--- src/rtl/i2cseq_pkg.sv ---
`timescale 1ns/1ps
package i2cseq_pkg;

    typedef enum logic [2:0] {
        BIT_NOP   = 3'd0,
        BIT_START = 3'd1,
        BIT_STOP  = 3'd2,
        BIT_WRITE = 3'd3,
        BIT_READ  = 3'd4
    } bitop_t;

    typedef enum logic [2:0] {
        S_IDLE,
        S_START,
        S_DATA,
        S_ACK,
        S_STOP
    } seq_state_t;

    typedef struct packed {
        logic start;
        logic stop;
        logic rd;
        logic wr;
    } req_t;

    // control-word field positions
    localparam int CTL_START = 7;
    localparam int CTL_STOP  = 6;
    localparam int CTL_RD    = 5;
    localparam int CTL_WR    = 4;
    localparam int CTL_ACKV  = 3;
    localparam int CTL_IACK  = 0;

    // status-byte field positions
    localparam int ST_NACK = 7;
    localparam int ST_BUSY = 6;
    localparam int ST_ARB  = 5;
    localparam int ST_IRQ  = 0;

endpackage

--- src/rtl/i2cseq_shift.sv ---
`timescale 1ns/1ps
module i2cseq_shift #(
    parameter int DATA_W = 8
) (
    input  logic              clk,
    input  logic              rst_n,
    input  logic              load,
    input  logic [DATA_W-1:0] load_val,
    input  logic              step,
    input  logic              in_bit,
    output logic              msb,
    output logic [DATA_W-1:0] value
);
    logic [DATA_W-1:0] sh_q;

    always_ff @(posedge clk or negedge rst_n) begin
        if (!rst_n)
            sh_q <= '0;
        else if (load)
            sh_q <= load_val;
        else if (step)
            sh_q <= {sh_q[DATA_W-2:0], in_bit};
    end

    assign msb   = sh_q[DATA_W-1];
    assign value = sh_q;
endmodule

--- src/rtl/i2cseq_regs.sv ---
`timescale 1ns/1ps
module i2cseq_regs
    import i2cseq_pkg::*;
#(
    parameter int DATA_W = 8,
    parameter int ADDR_W = 2
) (
    input  logic              clk,
    input  logic              rst_n,
    input  logic              host_wr,
    input  logic              host_rd,
    input  logic [ADDR_W-1:0] host_addr,
    input  logic [DATA_W-1:0] host_wdata,
    output logic [DATA_W-1:0] host_rdata,
    input  logic              seq_done,
    input  logic              seq_abort,
    input  logic [DATA_W-1:0] rx_byte,
    input  logic              nack_vld,
    input  logic              nack_bit,
    output req_t              req,
    output logic              ack_val,
    output logic [DATA_W-1:0] tx_byte,
    output logic              irq
);
    localparam logic [ADDR_W-1:0] A_DATA = ADDR_W'(0);
    localparam logic [ADDR_W-1:0] A_CTRL = ADDR_W'(1);

    logic              busy, ctl_wr, accept, iack;
    logic              arb_q, nack_q;
    logic [DATA_W-1:0] status;

    assign busy   = |req;
    assign ctl_wr = host_wr && (host_addr == A_CTRL);
    assign accept = ctl_wr && !busy &&
                    (host_wdata[CTL_START] | host_wdata[CTL_STOP] |
                     host_wdata[CTL_RD]    | host_wdata[CTL_WR]);
    assign iack   = ctl_wr && host_wdata[CTL_IACK];

    always_comb begin
        status          = '0;
        status[ST_NACK] = nack_q;
        status[ST_BUSY] = busy;
        status[ST_ARB]  = arb_q;
        status[ST_IRQ]  = irq;
    end

    always_ff @(posedge clk or negedge rst_n) begin
        if (!rst_n) begin
            req        <= '0;
            ack_val    <= 1'b0;
            tx_byte    <= '0;
            arb_q      <= 1'b0;
            nack_q     <= 1'b0;
            irq        <= 1'b0;
            host_rdata <= '0;
        end else begin
            // flags drop together with the final completion pulse
            if (seq_done || seq_abort) begin
                req <= '0;
            end else if (accept) begin
                req.start <= host_wdata[CTL_START];
                req.stop  <= host_wdata[CTL_STOP];
                req.rd    <= host_wdata[CTL_RD];
                req.wr    <= host_wdata[CTL_WR];
                ack_val   <= host_wdata[CTL_ACKV];
            end
            if (host_wr && (host_addr == A_DATA))
                tx_byte <= host_wdata;
            if (seq_abort)
                arb_q <= 1'b1;
            else if (accept)
                arb_q <= 1'b0;
            if (nack_vld)
                nack_q <= nack_bit;
            if (seq_done || seq_abort)
                irq <= 1'b1;
            else if (iack)
                irq <= 1'b0;
            if (host_rd)
                host_rdata <= (host_addr == A_DATA) ? rx_byte : status;
        end
    end
endmodule

--- src/rtl/i2cseq_fsm.sv ---
`timescale 1ns/1ps
module i2cseq_fsm
    import i2cseq_pkg::*;
#(
    parameter int DATA_W = 8
) (
    input  logic   clk,
    input  logic   rst_n,
    input  req_t   req,
    input  logic   ack_val,
    input  logic   shift_msb,
    input  logic   eng_done,
    input  logic   eng_dout,
    input  logic   eng_arb_lost,
    output bitop_t eng_cmd,
    output logic   eng_din,
    output logic   launch,
    output logic   bit_step,
    output logic   seq_done,
    output logic   seq_abort,
    output logic   nack_vld,
    output logic   nack_bit
);
    localparam int CNT_W = (DATA_W > 2) ? $clog2(DATA_W) : 1;
    localparam logic [CNT_W-1:0] LAST = CNT_W'(DATA_W - 1);

    seq_state_t       state, nxt;
    logic [CNT_W-1:0] cnt;
    logic             fin, xfer;

    assign xfer = req.rd | req.wr;

    // state register
    always_ff @(posedge clk or negedge rst_n) begin
        if (!rst_n) begin
            state <= S_IDLE;
            cnt   <= '0;
        end else begin
            state <= nxt;
            if (state != S_DATA && nxt == S_DATA)
                cnt <= LAST;
            else if (state == S_DATA && eng_done)
                cnt <= cnt - 1'b1;
        end
    end

    // next state and sequencing strobes
    always_comb begin
        nxt = state;
        fin = 1'b0;
        unique case (state)
            S_IDLE: begin
                if (req.start)     nxt = S_START;
                else if (xfer)     nxt = S_DATA;
                else if (req.stop) nxt = S_STOP;
            end
            S_START: begin
                if (eng_done) begin
                    if (xfer)          nxt = S_DATA;
                    else if (req.stop) nxt = S_STOP;
                    else begin nxt = S_IDLE; fin = 1'b1; end
                end
            end
            S_DATA: begin
                if (eng_done && cnt == '0) nxt = S_ACK;
            end
            S_ACK: begin
                if (eng_done) begin
                    if (req.stop) nxt = S_STOP;
                    else begin nxt = S_IDLE; fin = 1'b1; end
                end
            end
            S_STOP: begin
                if (eng_done) begin nxt = S_IDLE; fin = 1'b1; end
            end
            default: nxt = S_IDLE;
        endcase
        seq_abort = (state != S_IDLE) && eng_arb_lost;
        if (seq_abort) nxt = S_IDLE;
        seq_done = fin && !seq_abort;
        launch   = (state == S_IDLE) && (nxt != S_IDLE);
        bit_step = (state == S_DATA) && eng_done && !seq_abort;
        nack_vld = (state == S_ACK) && eng_done && !req.rd && !seq_abort;
        nack_bit = eng_dout;
    end

    // outputs to the bit engine
    always_comb begin
        eng_cmd = BIT_NOP;
        eng_din = 1'b1;
        unique case (state)
            S_IDLE:  eng_cmd = BIT_NOP;
            S_START: eng_cmd = BIT_START;
            S_STOP:  eng_cmd = BIT_STOP;
            S_DATA: begin
                eng_cmd = req.rd ? BIT_READ : BIT_WRITE;
                eng_din = req.rd ? 1'b1 : shift_msb;
            end
            S_ACK: begin
                eng_cmd = req.rd ? BIT_WRITE : BIT_READ;
                eng_din = req.rd ? ack_val : 1'b1;
            end
            default: eng_cmd = BIT_NOP;
        endcase
    end
endmodule

--- src/rtl/i2cseq_top.sv ---
`timescale 1ns/1ps
module i2cseq_top
    import i2cseq_pkg::*;
#(
    parameter int DATA_W = 8,
    parameter int ADDR_W = 2
) (
    input  logic              clk,
    input  logic              rst_n,
    input  logic              host_wr,
    input  logic              host_rd,
    input  logic [ADDR_W-1:0] host_addr,
    input  logic [DATA_W-1:0] host_wdata,
    output logic [DATA_W-1:0] host_rdata,
    output logic              irq,
    output logic [2:0]        eng_cmd,
    output logic              eng_din,
    input  logic              eng_done,
    input  logic              eng_dout,
    input  logic              eng_arb_lost
);
    req_t              req_q;
    logic [3:0]        req_bits;
    logic              ack_val, shift_msb, launch, bit_step;
    logic              seq_done, seq_abort, nack_vld, nack_bit;
    logic [DATA_W-1:0] tx_byte, rx_byte;
    bitop_t            cmd_e;

    assign req_bits = req_q;
    assign eng_cmd  = cmd_e;

    i2cseq_regs #(.DATA_W(DATA_W), .ADDR_W(ADDR_W)) u_regs (
        .clk(clk), .rst_n(rst_n),
        .host_wr(host_wr), .host_rd(host_rd), .host_addr(host_addr),
        .host_wdata(host_wdata), .host_rdata(host_rdata),
        .seq_done(seq_done), .seq_abort(seq_abort),
        .rx_byte(rx_byte), .nack_vld(nack_vld), .nack_bit(nack_bit),
        .req(req_q), .ack_val(ack_val), .tx_byte(tx_byte), .irq(irq)
    );

    i2cseq_fsm #(.DATA_W(DATA_W)) u_fsm (
        .clk(clk), .rst_n(rst_n),
        .req(req_q), .ack_val(ack_val), .shift_msb(shift_msb),
        .eng_done(eng_done), .eng_dout(eng_dout), .eng_arb_lost(eng_arb_lost),
        .eng_cmd(cmd_e), .eng_din(eng_din),
        .launch(launch), .bit_step(bit_step),
        .seq_done(seq_done), .seq_abort(seq_abort),
        .nack_vld(nack_vld), .nack_bit(nack_bit)
    );

    i2cseq_shift #(.DATA_W(DATA_W)) u_shift (
        .clk(clk), .rst_n(rst_n),
        .load(launch), .load_val(tx_byte),
        .step(bit_step), .in_bit(eng_dout),
        .msb(shift_msb), .value(rx_byte)
    );
endmodule

--- config.mk ---
export PLATFORM = sky130hd
export DESIGN_NAME = i2cseq_top
export DESIGN_NICKNAME = d
export VERILOG_FILES = /design/src/rtl/i2cseq_pkg.sv /design/src/rtl/i2cseq_shift.sv /design/src/rtl/i2cseq_regs.sv /design/src/rtl/i2cseq_fsm.sv /design/src/rtl/i2cseq_top.sv
export SDC_FILE = /design/constraint.sdc
export NUM_CORES = 1
export LEC_CHECK = 0
export BUFFER_PORTS_ARGS = -buffer_cell sky130_fd_sc_hd__buf_2
export CAP_MARGIN = 25
export CORE_MARGIN = 8
export CORE_UTILIZATION = 30
export DETAILED_ROUTE_END_ITERATION = 7
export PLACE_DENSITY = 0.49
export SLEW_MARGIN = 10
export SYNTH_ARGS = -nofsm -noshare
export SYNTH_HDL_FRONTEND = slang
export SYNTH_HIERARCHICAL = 1
export SYNTH_SLANG_ARGS = --single-unit
export TNS_END_PERCENT = 30
--- constraint.sdc ---
create_clock -name clk -period 4.2 [get_ports clk]
set_input_delay 0.42 -clock clk [delete_from_list [all_inputs] [get_ports clk]]
set_output_delay 0.42 -clock clk [all_outputs]
set_load 0.01 [all_outputs]
# Word level (Yosys, flattened, before mapping)
# Index checks and enable logic that the tools add are counted.
# op_classes
eq_ne,7
n_mux,34
n_bitwise,5
reduce_logical,31
add_sub_neg,1
# op_table
op,n
$mux 3,14
$mux 8,3
$logic_and 1x1->1,15
$pmux 3 s5,1
$pmux 3 s4,1
$mux 1,11
$reduce_bool 2->1,5
$eq 3x2->1 const B,3
$mux 4,2
$logic_not 3->1,2
$reduce_bool 3->1,2
$or 1x1->1,4
$reduce_or 4->1,1
$eq 3x1->1 const B,1
$eq 3x3->1 const B,1
$logic_not 1->1,3
$ne 3x2->1 const B,1
$pmux 1 s3,1
$sub 3x1->3 const B,1
$eq 2x1->1 const B,1
$logic_not 2->1,1
$pmux 1 s2,1
$reduce_and 2->1,1
$logic_or 1x1->1,1
$not 1->1,1
# totals
output_inout_bits,13
input_bits,17
reg_bits,38
word_cells,91

# Depth between registers and ports, before layout
# Gate-level depths: netlist of the first run.
# depth
ltp_word,8
depth_mapped,9
mapped_depth_nobuf,8

# Hierarchy
# Netlist of the first run, hierarchy kept.
# modules_own_cells
mod,seq_area_each_um2,area_per_inst_um2,cells_each,instances
i2cseq_regs,600.6,997.2,81,1
i2cseq_fsm,150.1,571.8,72,1
i2cseq_shift,200.2,380.4,35,1

# Least setup slack after synthesis of the first run
# No wires, ideal clock.
# synth_path
kind,register to register
start,"register, netlist name u_regs/req[1]"
end,"register u_shift.sh_q[3], in the netlist u_shift/value[3]"
path_buffers,2
slack_ps,1950
synth_period_minus_slack_ps,2250
arrival_ps,2129
required_ps,4079
stages_incl_launch_ff,8
path_cell_list,dfrtp_1 -> buf_6 -> or4b_1 -> o22ai_2 -> a31oi_1 -> a311oi_1 -> buf_6 -> o21ai_1
# synth_via
elab_chain_len,8
word_cells_on_any_way,11
# synth_lines
element,line_no,text
$or 1x1->1 (*),i2cseq_fsm.sv:31,assign xfer = req.rd | req.wr;
$mux 3 (on tied branches),"i2cseq_fsm.sv:59, i2cseq_fsm.sv:54",
$mux 3 (on tied branches),"i2cseq_fsm.sv:58, i2cseq_fsm.sv:53",
$pmux 3 s5 (*),i2cseq_fsm.sv:51,unique case (state)
$mux 3 (*),i2cseq_fsm.sv:79,if (seq_abort) nxt = S_IDLE;
$reduce_bool 3->1 (*),i2cseq_fsm.sv:81,launch = (state == S_IDLE) && (nxt != S_IDLE);
$logic_and 1x1->1 (*),i2cseq_fsm.sv:81,
named net launch,i2cseq_top.sv:24,"logic ack_val, shift_msb, launch, bit_step;"
$mux 8 / $reduce_bool 2->1 (equally long branches),n/a,
end signal: assignment,i2cseq_shift.sv:20,sh_q <= load_val;
end signal: assignment,i2cseq_shift.sv:22,"sh_q <= {sh_q[DATA_W-2:0], in_bit};"
end: declaration,i2cseq_shift.sv:14,logic [DATA_W-1:0] sh_q;
# Mark *: on every way through the listed nets, which the timed path passes. The rest lies on a longest branch.
# A chain may end at the register's enable or synchronous reset.

# Final worst setup path of the first run
# layout_path
start,register u_fsm.state[0]
end,"register u_shift.sh_q[0], in the netlist u_shift/value[0]"
# layout_via
word_cells_on_any_way,23
# layout_lines
element,line_no,text
start: declaration,i2cseq_fsm.sv:27,"seq_state_t state, nxt;"
start signal: assignment,i2cseq_fsm.sv:39,state <= nxt;
$reduce_bool 3->1,i2cseq_fsm.sv:78,seq_abort = (state != S_IDLE) && eng_arb_lost;
$logic_and 1x1->1,i2cseq_fsm.sv:78,
named net seq_abort,i2cseq_top.sv:25,"logic seq_done, seq_abort, nack_vld, nack_bit;"
$logic_not 1->1,i2cseq_fsm.sv:82,bit_step = (state == S_DATA) && eng_done && !seq_abort;
$logic_and 1x1->1,i2cseq_fsm.sv:82,
named net bit_step,i2cseq_top.sv:24,
$reduce_bool 2->1 (no line),n/a,
# The timed path passes the listed nets, and every way through them passes these cells.

==> results of run 1 <==
placed cells by master, fill, tap and decap left out, types with 3 or more instances in the layout:
master,count
dfrtp_1,38
a21oi_1,5
nand2_1,15
nor2_1,16
mux2i_1,13
clkbuf_8,6
nor3_1,3
o21ai_1,8
buf_2,29
a31oi_1,5
o21ai_0,6
inv_1,9
mux2_2,10
nand3_1,6
xnor2_1,3
critical path: stages, from the launching register on:
cell and delay, ps:
dfrtp_1 570, or2_2 410, a21oi_1 280, nor2b_1 140, nor2_1 660, mux2i_1 300
o21ai_1 80
worst paths after layout:
kind / startpoint / end / slack [ps]
max: u_fsm/state[0] / u_shift/value[0] / 1610
min: rst_n / u_regs/host_rdata[1] / 240
max reg2reg: u_fsm/state[0] / u_shift/value[0] / 1610
min reg2reg: u_regs/tx_byte[2] / u_shift/value[2] / 500
max in group asynchronous: rst_n / u_regs/tx_byte[0] / 3440
min in group clk: host_wdata[2] / u_regs/tx_byte[2] / 360
registers in the layout (all words and copies together), names as in the netlist:
signal and flops:
u_fsm/cnt 3, u_fsm/state 3, u_regs/ack_val 1, u_regs/arb_q 1
u_regs/host_rdata 8, u_regs/irq 1, u_regs/nack_q 1, u_regs/req 4
u_regs/tx_byte 8, u_shift/value 8
routing by layer:
layer  global-route usage [%]  vias up
li1                         -      707
met1                     12.2      629
met2                     13.0       22
met3                     2.92        5
met4                     4.26        0
met5                        0        -
cell families (layout without fill, tap and decap cells):
kind of cell,after synthesis,in the layout,synth area share (%)
compound gates,35,35,11.2
xor+xnor,4,4,1.80
fa+ha+maj,2,2,1.28
buf+inv,22,45,6.29
flops,38,38,48.8
mux,24,24,13.0
simple gates,63,63,17.7
power groups by stage:
stage	logic, mW	registers [mW]	clock network (mW)
5_1_grt	0.637	0.642	0.340
3_3_place_gp	0.570	0.630	0
4_1_cts	0.570	0.623	0.327
6_report	0.561	0.621	0.315
3_5_place_dp	0.569	0.631	0
2_1_floorplan	0.468	0.588	0
stage by stage:
step / setup slack (ps) / area (um2) / hold WS (ps)
global route: 1380 / 2220 / 311
finish: 1610 / 2220 / 237
global placement: 1590 / 2110 / 485
floorplan: 1950 / 1950 / 124
detailed placement: 1620 / 2110 / 486
CTS: 1610 / 2220 / 267
final cells by class:
class,instances,area [um2]
clock buffers,6,82.6
repair buffers,29,145
fillers,662,4090
multi-input cells,128,882
inverters,9,33.8
flip-flops and latches,38,951
clock inverters,1,30.0
well taps,77,96.3
==> key figures, run 1 <==
STA
  – Final setup TNS: 0 ps
  – Worst-margin pin slew: around 900 ps
  – Slew HR: between 40% and 50%
  – Slew Limit Fails: 0
  – Final setup viols: 0
  – Period utilisation layout: approximately three fifths
  – Final hold violations: 0
  – Skew final: between 4 and 5 ps
  – Achievable Freq: 386 MHz
  – RSZ-0062 raised after global routing: false
  – Period minus WS final: around 2600 ps

Critical path
  – Worst EP required: approximately 4300 ps
  – CP arrival: 2730 ps
  – R2r worst-path depth: 6
  – Crit. End Element: flip-flop
  – Max FO, Critical Path: 18
  – Critical Path Source Type: flip-flop
  – Crit path kind: flip-flop to flip-flop

Global routing
  – Grt ovf: 0
  – First-pass GRT wire length: between 7000 and 8000 um
  – Number of global-route vias before repair: 1,406
  – GRT Total Usage: 9.17%
  – Initial antenna violation count: 0
  – Largest net degree at the start of global routing: 39

Power and ir drop
  – Sequential power share: approximately two fifths
  – Pleak: roughly 0.97 nW
  – Sw Share: between 30% and 40%
  – P_int: 0.940 mW
  – PwrDens: 674 nW/um2
  – Clock share of power: between 20% and 30%
  – Peak supply drop: slightly above 0.0002 V
  – Sw power: about 0.56 mW
  – Overall power: between 1 and 1.5 mW
  – Logic pwr share: a little under two fifths

Yosys
  – Yosys reg bits: 38
  – Syn. warnings: 6
  – Async S/R FF share, synth: between 90% and 100%
  – Synth top area share: roughly 49%
  – Count leader, synth: dfrtp_1
  – Commonest cells post-synth: dfrtp_1, nor2_1, nand2_1
  – Area leader, netlist: dfrtp_1
  – Synth cell types: 49
  – Gate count after technology mapping: around 190
  – Seq/Total Area, Yosys: approximately half
  – Synthesized cell area: approximately 2000 um2
  – Post-synth EDFFs: 0
  – Largest cells by area after synthesis: dfrtp_1, mux2i_1, mux2_2, nor2_1, nand2_1
  – Syn Nets: 207
  – Post-Syn Area per Cell: slightly above 10 um2
  – Main synth FF type: dfrtp_1

Clock tree
  – # hold bufs at CTS: 0
  – Clock transition at the registers of the reported paths: roughly 70 ps
  – Post-CTS resize count: 0
  – CTS Sinks: 38
  – Later-pin clock latency in the skew report: 290 ps
  – Root Buffer: clkbuf_8
  – Htree depth: 2
  – CTS tree: yes
  – Max clock buf depth: 2
  – Cts bufs inserted: 5
  – Post-CTS Setup Repair Bufs: 0

Floorplanning
  – I/O pin cnt: 30
  – Die width: 96.6 um
  – Die Height: slightly below 100 um
  – Die Area: 9330 um2
  – Initial core utilization: 30.9%
  – Num rows: 29
  – Core Area: about 6300 um2

Routing
  – Routed Antenna Nets: 0
  – WL met3: about 180 um
  – Drt drc: 0
  – Highest routed layer: met4
  – Mean routed wirelength per cell: roughly 14 um
  – Pre-antenna DRT Iters: 4
  – Final wirelength: just over 4000 um
  – Wire length on met1: approximately 2000 um
  – Detailed route wirelength on metal2: between 1500 and 2000 um
  – 1st-iter DRT viols: between 50 and 60
  – DR vias: ~1,400
  – Via density: around 4.7

Place
  – Post-Place Cells: 281
  – IO Port Bufs: 29
  – Routability cong.: 0.733
  – DP Wirelength: 3070 um

Finish
  – Non-Filler Instances: 288
  – Area delta synth->final: 13.9%
  – ANT cells: 0
  – Final net count: between 200 and 250
  – Layout cells sized above 1: about 25%
  – Post-layout util: 35.2%

Run
  – Maximum Capacitance Violations: 0

Run status
  – Status: finished, final reports clean

Worst hold path
  – Worst hold path type: input port to asynchronous set/reset pin
Power figures use the tool's default switching activity.
==> run 2, diff against run 1 <==
- clock period: 4.2 -> 2.4 ns (I/O delays scaled with it)
==> key figures, run 2 (same netlist as run 1, synthesis figures left out) <==
STA
  – Achievable Freq: 473 MHz (was 386 MHz)
  – Period minus WS final: 2110 ps (was 2590 ps)
  – Slew HR: 43.1% (was 40.2%)
  – Final setup viols: 0 (unchanged)
  – Skew final: 7.82 ps (was 4.11 ps)
  – Worst-margin pin slew: 854 ps (was 897 ps)
  – Slew Limit Fails: 0 (unchanged)
  – Final setup TNS: 0 ps (unchanged)
  – RSZ-0062 raised after global routing: false (unchanged)
  – Final worst slack: 288 ps (was 1610 ps)
  – Period utilisation layout: 88.0% (was 61.7%)
  – Final hold violations: 0 (unchanged)

Floorplanning
  – Die Area: 9330 um2 (unchanged)
  – I/O pin cnt: 30 (unchanged)
  – Die width: 96.6 um (unchanged)
  – Core Area: 6310 um2 (unchanged)
  – Initial core utilization: 30.9% (unchanged)
  – Die Height: 96.6 um (unchanged)
  – Num rows: 29 (unchanged)

Clock tree
  – # hold bufs at CTS: 0 (unchanged)
  – CTS Sinks: 38 (unchanged)
  – Post-CTS resize count: 0 (unchanged)
  – Post-CTS Setup Repair Bufs: 0 (unchanged)
  – Max clock buf depth: 2 (unchanged)
  – Clock transition at the registers of the reported paths: 80 ps (was 70 ps)
  – CTS tree: yes (unchanged)
  – Later-pin clock latency in the skew report: 290 ps (about the same)
  – Cts bufs inserted: 5 (unchanged)
  – Htree depth: 2 (unchanged)
  – Root Buffer: clkbuf_8 (unchanged)

Place
  – Post-placement setup slack: 325 ps (was 1620 ps)
  – Post-Place Cells: 290 (was 281)
  – Placement Cell Area: 2180 um2 (was 2110 um2)
  – Routability cong.: 0.801 (was 0.733)
  – DP Wirelength: 3160 um (was 3070 um)
  – IO Port Bufs: 29 (unchanged)

Critical path
  – Cells along the critical path: or2_2 -> a21oi_1 -> nor2b_1 -> or2_0 -> nand4b_1 -> mux2_1 (was or2_2 -> a21oi_1 -> nor2b_1 -> nor2_1 -> mux2i_1 -> o21ai_1)
  – Worst EP required: 2570 ps (was 4340 ps)
  – Critical Path Source Type: flip-flop (unchanged)
  – R2r worst-path depth: 6 (unchanged)
  – Critical path capture point: u_regs/ack_val (was u_shift/value[0])
  – Crit path max-delay family: simple AND/OR/NAND/NOR gates (unchanged)
  – Crit. Startpoint: u_fsm/state[0] (unchanged)
  – Crit-path max cell delay: 380 ps (was 660 ps)
  – CP bufs+invs: 0 (unchanged)
  – CP max stage cell: dfrtp_1 (was nor2_1)
  – R2r setup slk: 290 ps (was 1610 ps)
  – Crit path kind: flip-flop to flip-flop (unchanged)
  – CP arrival: 2280 ps (was 2730 ps)
  – Reg2reg end: u_regs/ack_val (was u_shift/value[0])
  – Max FO, Critical Path: 4 (was 18)
  – Levels on crit path: 6 (unchanged)
  – Crit. End Element: flip-flop (unchanged)
  – RR Startpoint: u_fsm/state[0] (unchanged)

Finish
  – Most frequent cells in the layout: dfrtp_1, buf_2, nor2_1 (unchanged)
  – Final instance area: 2280 um2 (was 2220 um2)
  – Layout cells sized above 1: 28.1% (was 24.6%)
  – Commonest non-fill, non-tap cell in the layout: dfrtp_1 (unchanged)
  – Post-layout util: 36.2% (was 35.2%)
  – ANT cells: 0 (unchanged)
  – Non-Filler Instances: 298 (was 288)
  – Area delta synth->final: 17.2% (was 13.9%)
  – Final net count: 239 (was 230)

Routing
  – Final wirelength: 4200 um (was 4110 um)
  – Mean routed wirelength per cell: 14.1 um (was 14.3 um)
  – Drt drc: 0 (unchanged)
  – Routed Antenna Nets: 0 (unchanged)
  – Pre-antenna DRT Iters: 4 (unchanged)
  – 1st-iter DRT viols: 98 (was 53)
  – DR vias: 1,407 (was 1,363)
  – Via density: 4.72 (was 4.73)

Global routing
  – GRT Total Usage: 9.58% (was 9.17%)
  – Largest net degree at the start of global routing: 39 (unchanged)
  – Number of global-route vias before repair: 1,458 (was 1,406)
  – Initial antenna violation count: 0 (unchanged)
  – Grt ovf: 0 (unchanged)
  – First-pass GRT wire length: 7380 um (was 7090 um)

Run status
  – Status: finished, final reports clean (unchanged)

Worst hold path
  – Worst hold path type: input port to asynchronous set/reset pin (unchanged)

Power and ir drop
  – Pleak: 1.02 nW (was 0.972 nW)
  – Peak supply drop: 0.000460 V (was 0.000201 V)
  – PwrDens: 1180 nW/um2 (was 674 nW/um2)

Run
  – Maximum Capacitance Violations: 0 (unchanged)
-- run 2: cell type report --
type,count,area [um2]
clock buffer,5,68.8
clock inverter,3,40.0
fill,689,4030
inverter,9,33.8
multi-input combinational,128,882
sequential,38,951
tap,77,96.3
timing repair buffer,38,213
-- run 2: per-layer routing --
metal / vias to the layer above / global-route usage (%) / share of wire [%]
li1: 725 / - / -
met2: 18 / 13.8 / 43
met1: 656 / 12.7 / 52
met3: 8 / 2.42 / 2.6
met5: - / 0 / 0
met4: 0 / 5.33 / 2.2
-- run 2: stage by stage --
| stage | hold slack [ps] | power, mW |
|---|---|---|
| floorplan | -55.6 | 1.85 |
| global placement | 403 | 2.18 |
| detailed placement | 407 | 2.18 |
| CTS | 76.4 | 2.73 |
| global route | 129 | 2.92 |
| finish | 47.4 | 2.69 |
-- run 2: how the worst min path moves through the flow --
| stage | start | to | cells past startpoint |
|---|---|---|---|
| after floorplan | rst_n | u_fsm/cnt[0] | 0 |
| final | rst_n | u_regs/host_rdata[1] | 1 |
| after CTS | rst_n | u_regs/host_rdata[1] | 1 |
| after global routing | rst_n | u_regs/host_rdata[1] | 1 |
| after global placement | rst_n | u_regs/host_rdata[1] | 1 |
| after detailed placement | rst_n | u_regs/host_rdata[1] | 1 |
-- run 2: power breakdown --
part	internal (mW)	switching [mW]	total, mW
Sequential	0.867	0.155	1.02
Clock	0.306	0.236	0.542
Combinational	0.516	0.607	1.12
==> run 3, diff against run 2 <==
- clock period: 2.4 -> 2.6 ns (I/O delays scaled with it)
==> key figures, run 3 (same netlist as run 1, synthesis figures left out) <==
STA
  – Period minus WS final: 2260 ps (was 2110 ps)
  – Slew HR: 44.9% (was 43.1%)
  – RSZ-0062 raised after global routing: false (unchanged)
  – Slew Limit Fails: 0 (unchanged)
  – Worst-margin pin slew: 826 ps (was 854 ps)
  – Achievable Freq: 443 MHz (was 473 MHz)
  – Final hold violations: 0 (unchanged)
  – Final setup viols: 0 (unchanged)
  – Period utilisation layout: 86.8% (was 88.0%)
  – Final setup TNS: 0 ps (unchanged)
  – Skew final: 7.22 ps (was 7.82 ps)

Global routing
  – Number of global-route vias before repair: 1,415 (was 1,458)
  – Largest net degree at the start of global routing: 39 (unchanged)
  – Grt ovf: 0 (unchanged)
  – Initial antenna violation count: 0 (unchanged)
  – First-pass GRT wire length: 7090 um (was 7380 um)
  – GRT Total Usage: 9.24% (was 9.58%)

Place
  – Post-Place Cells: 286 (was 290)
  – DP Wirelength: 3130 um (was 3160 um)
  – Routability cong.: 0.808 (was 0.801)
  – IO Port Bufs: 29 (unchanged)

Floorplanning
  – Num rows: 29 (unchanged)
  – Die Area: 9330 um2 (unchanged)
  – Die width: 96.6 um (unchanged)
  – Die Height: 96.6 um (unchanged)
  – Initial core utilization: 30.9% (unchanged)
  – I/O pin cnt: 30 (unchanged)
  – Core Area: 6310 um2 (unchanged)

Critical path
  – Crit path max-delay family: simple AND/OR/NAND/NOR gates (unchanged)
  – Crit. Startpoint: u_fsm/state[1] (was u_fsm/state[0])
  – RR Startpoint: u_fsm/state[1] (was u_fsm/state[0])
  – Critical path capture point: u_regs/ack_val (unchanged)
  – Crit-path max cell delay: 500 ps (was 380 ps)
  – R2r setup slk: 340 ps (was 290 ps)
  – Max FO, Critical Path: 13 (was 4)
  – Crit path kind: flip-flop to flip-flop (unchanged)
  – Cells along the critical path: or2_2 -> a21oi_1 -> nor2b_1 -> or2_0 -> nand4b_1 -> mux2_1 (unchanged)
  – CP bufs+invs: 0 (unchanged)
  – Reg2reg end: u_regs/ack_val (unchanged)
  – Critical Path Source Type: flip-flop (unchanged)
  – Crit. End Element: flip-flop (unchanged)
  – R2r worst-path depth: 6 (unchanged)
  – Worst EP required: 2770 ps (was 2570 ps)
  – CP arrival: 2430 ps (was 2280 ps)
  – Levels on crit path: 6 (unchanged)
  – CP max stage cell: dfrtp_1 (unchanged)

Routing
  – DR vias: 1,398 (was 1,407)
  – 1st-iter DRT viols: 83 (was 98)
  – Drt drc: 0 (unchanged)
  – Pre-antenna DRT Iters: 4 (unchanged)
  – Mean routed wirelength per cell: 14.2 um (was 14.1 um)
  – Via density: 4.76 (was 4.72)
  – Routed Antenna Nets: 0 (unchanged)
  – Final wirelength: 4180 um (was 4200 um)

Clock tree
  – Root Buffer: clkbuf_8 (unchanged)
  – Cts bufs inserted: 5 (unchanged)
  – Max clock buf depth: 2 (unchanged)
  – CTS tree: yes (unchanged)
  – Post-CTS Setup Repair Bufs: 0 (unchanged)
  – Htree depth: 2 (unchanged)
  – CTS Sinks: 38 (unchanged)
  – # hold bufs at CTS: 0 (unchanged)
  – Clock transition at the registers of the reported paths: 80 ps (about the same)
  – Later-pin clock latency in the skew report: 290 ps (about the same)
  – Post-CTS resize count: 0 (unchanged)

Power and ir drop
  – Peak supply drop: 0.000338 V (was 0.000460 V)
  – Pleak: 0.988 nW (was 1.02 nW)
  – PwrDens: 1060 nW/um2 (was 1180 nW/um2)
  – Overall power: 2.38 mW (was 2.69 mW)

Finish
  – ANT cells: 0 (unchanged)
  – Layout cells sized above 1: 26.7% (was 28.1%)
  – Final net count: 235 (was 239)
  – Most frequent cells in the layout: dfrtp_1, buf_2, nor2_1 (unchanged)
  – Commonest non-fill, non-tap cell in the layout: dfrtp_1 (unchanged)
  – Post-layout util: 35.5% (was 36.2%)
  – Layout fillers: 651 (was 689)
  – Area delta synth->final: 15.0% (was 17.2%)
  – Non-Filler Instances: 294 (was 298)
  – Multi-input combinational cell area: 882 um2 (unchanged)
  – Storage cell area: 951 um2 (unchanged)

Run status
  – Status: finished, final reports clean (unchanged)

Worst hold path
  – Worst hold path type: input port to asynchronous set/reset pin (unchanged)

Run
  – Maximum Capacitance Violations: 0 (unchanged)
==> run 3: changes by cell type in the layout (fill, tap and decap cells not counted), sizes merged <==
| cell | before | now |
|---|---|---|
| clkinvlp | 0 | 1 |
| clkinv | 2 | 1 |
| buf | 38 | 34 |
| clkbuf | 5 | 6 |
| bufinv | 1 | 0 |
==> run 3: where the power goes <==
| group | switching, mW | internal [mW] | total, mW |
|---|---|---|---|
| Clock | 0.207 | 0.213 | 0.420 |
| Combinational | 0.512 | 0.449 | 0.961 |
| Sequential | 0.198 | 0.800 | 0.998 |
| Total | 0.917 | 1.46 | 2.38 |
==> run 3: routing by layer <==
metal / wire length, um / share of wire, % / global-route usage [%] / vias to the layer above
met5: 0 / 0 / 0 / -
met4: 65 / 1.6 / 4.50 / 0
li1: - / - / - / 719
met3: 137 / 3.3 / 2.84 / 6
met2: 1870 / 45 / 13.5 / 24
met1: 2110 / 50 / 12.0 / 649
==> run 3: area by class of cell <==
type / count / share of cell area [%]
Clock inverter: 2 / 0.558
Inverter: 9 / 1.51
Sequential cell: 38 / 42.4
Clock buffer: 6 / 3.69
Tap cell: 77 / 4.30
Timing Repair Buffer: 34 / 8.15
Multi-Input combinational cell: 128 / 39.4
==> run 3: per-stage QoR <==
step           cell area (um2)  setup slack (ps)  hold WS (ps)
5_1_grt                   2240               199           150
2_1_floorplan             1950               350         -35.6
4_1_cts                   2240               352          93.8
6_report                  2240               344          62.5
3_5_place_dp              2150               360           416
3_3_place_gp              2150               413           427
==> run 3: worst min-delay path by stage <==
stage | start | end | depth (start not counted)
after floorplan | rst_n | u_fsm/cnt[0] | 0
after global placement | rst_n | u_regs/host_rdata[1] | 1
after detailed placement | rst_n | u_regs/host_rdata[1] | 1
after CTS | rst_n | u_regs/host_rdata[1] | 1
after global routing | rst_n | u_regs/host_rdata[1] | 1
final | rst_n | u_regs/host_rdata[1] | 1
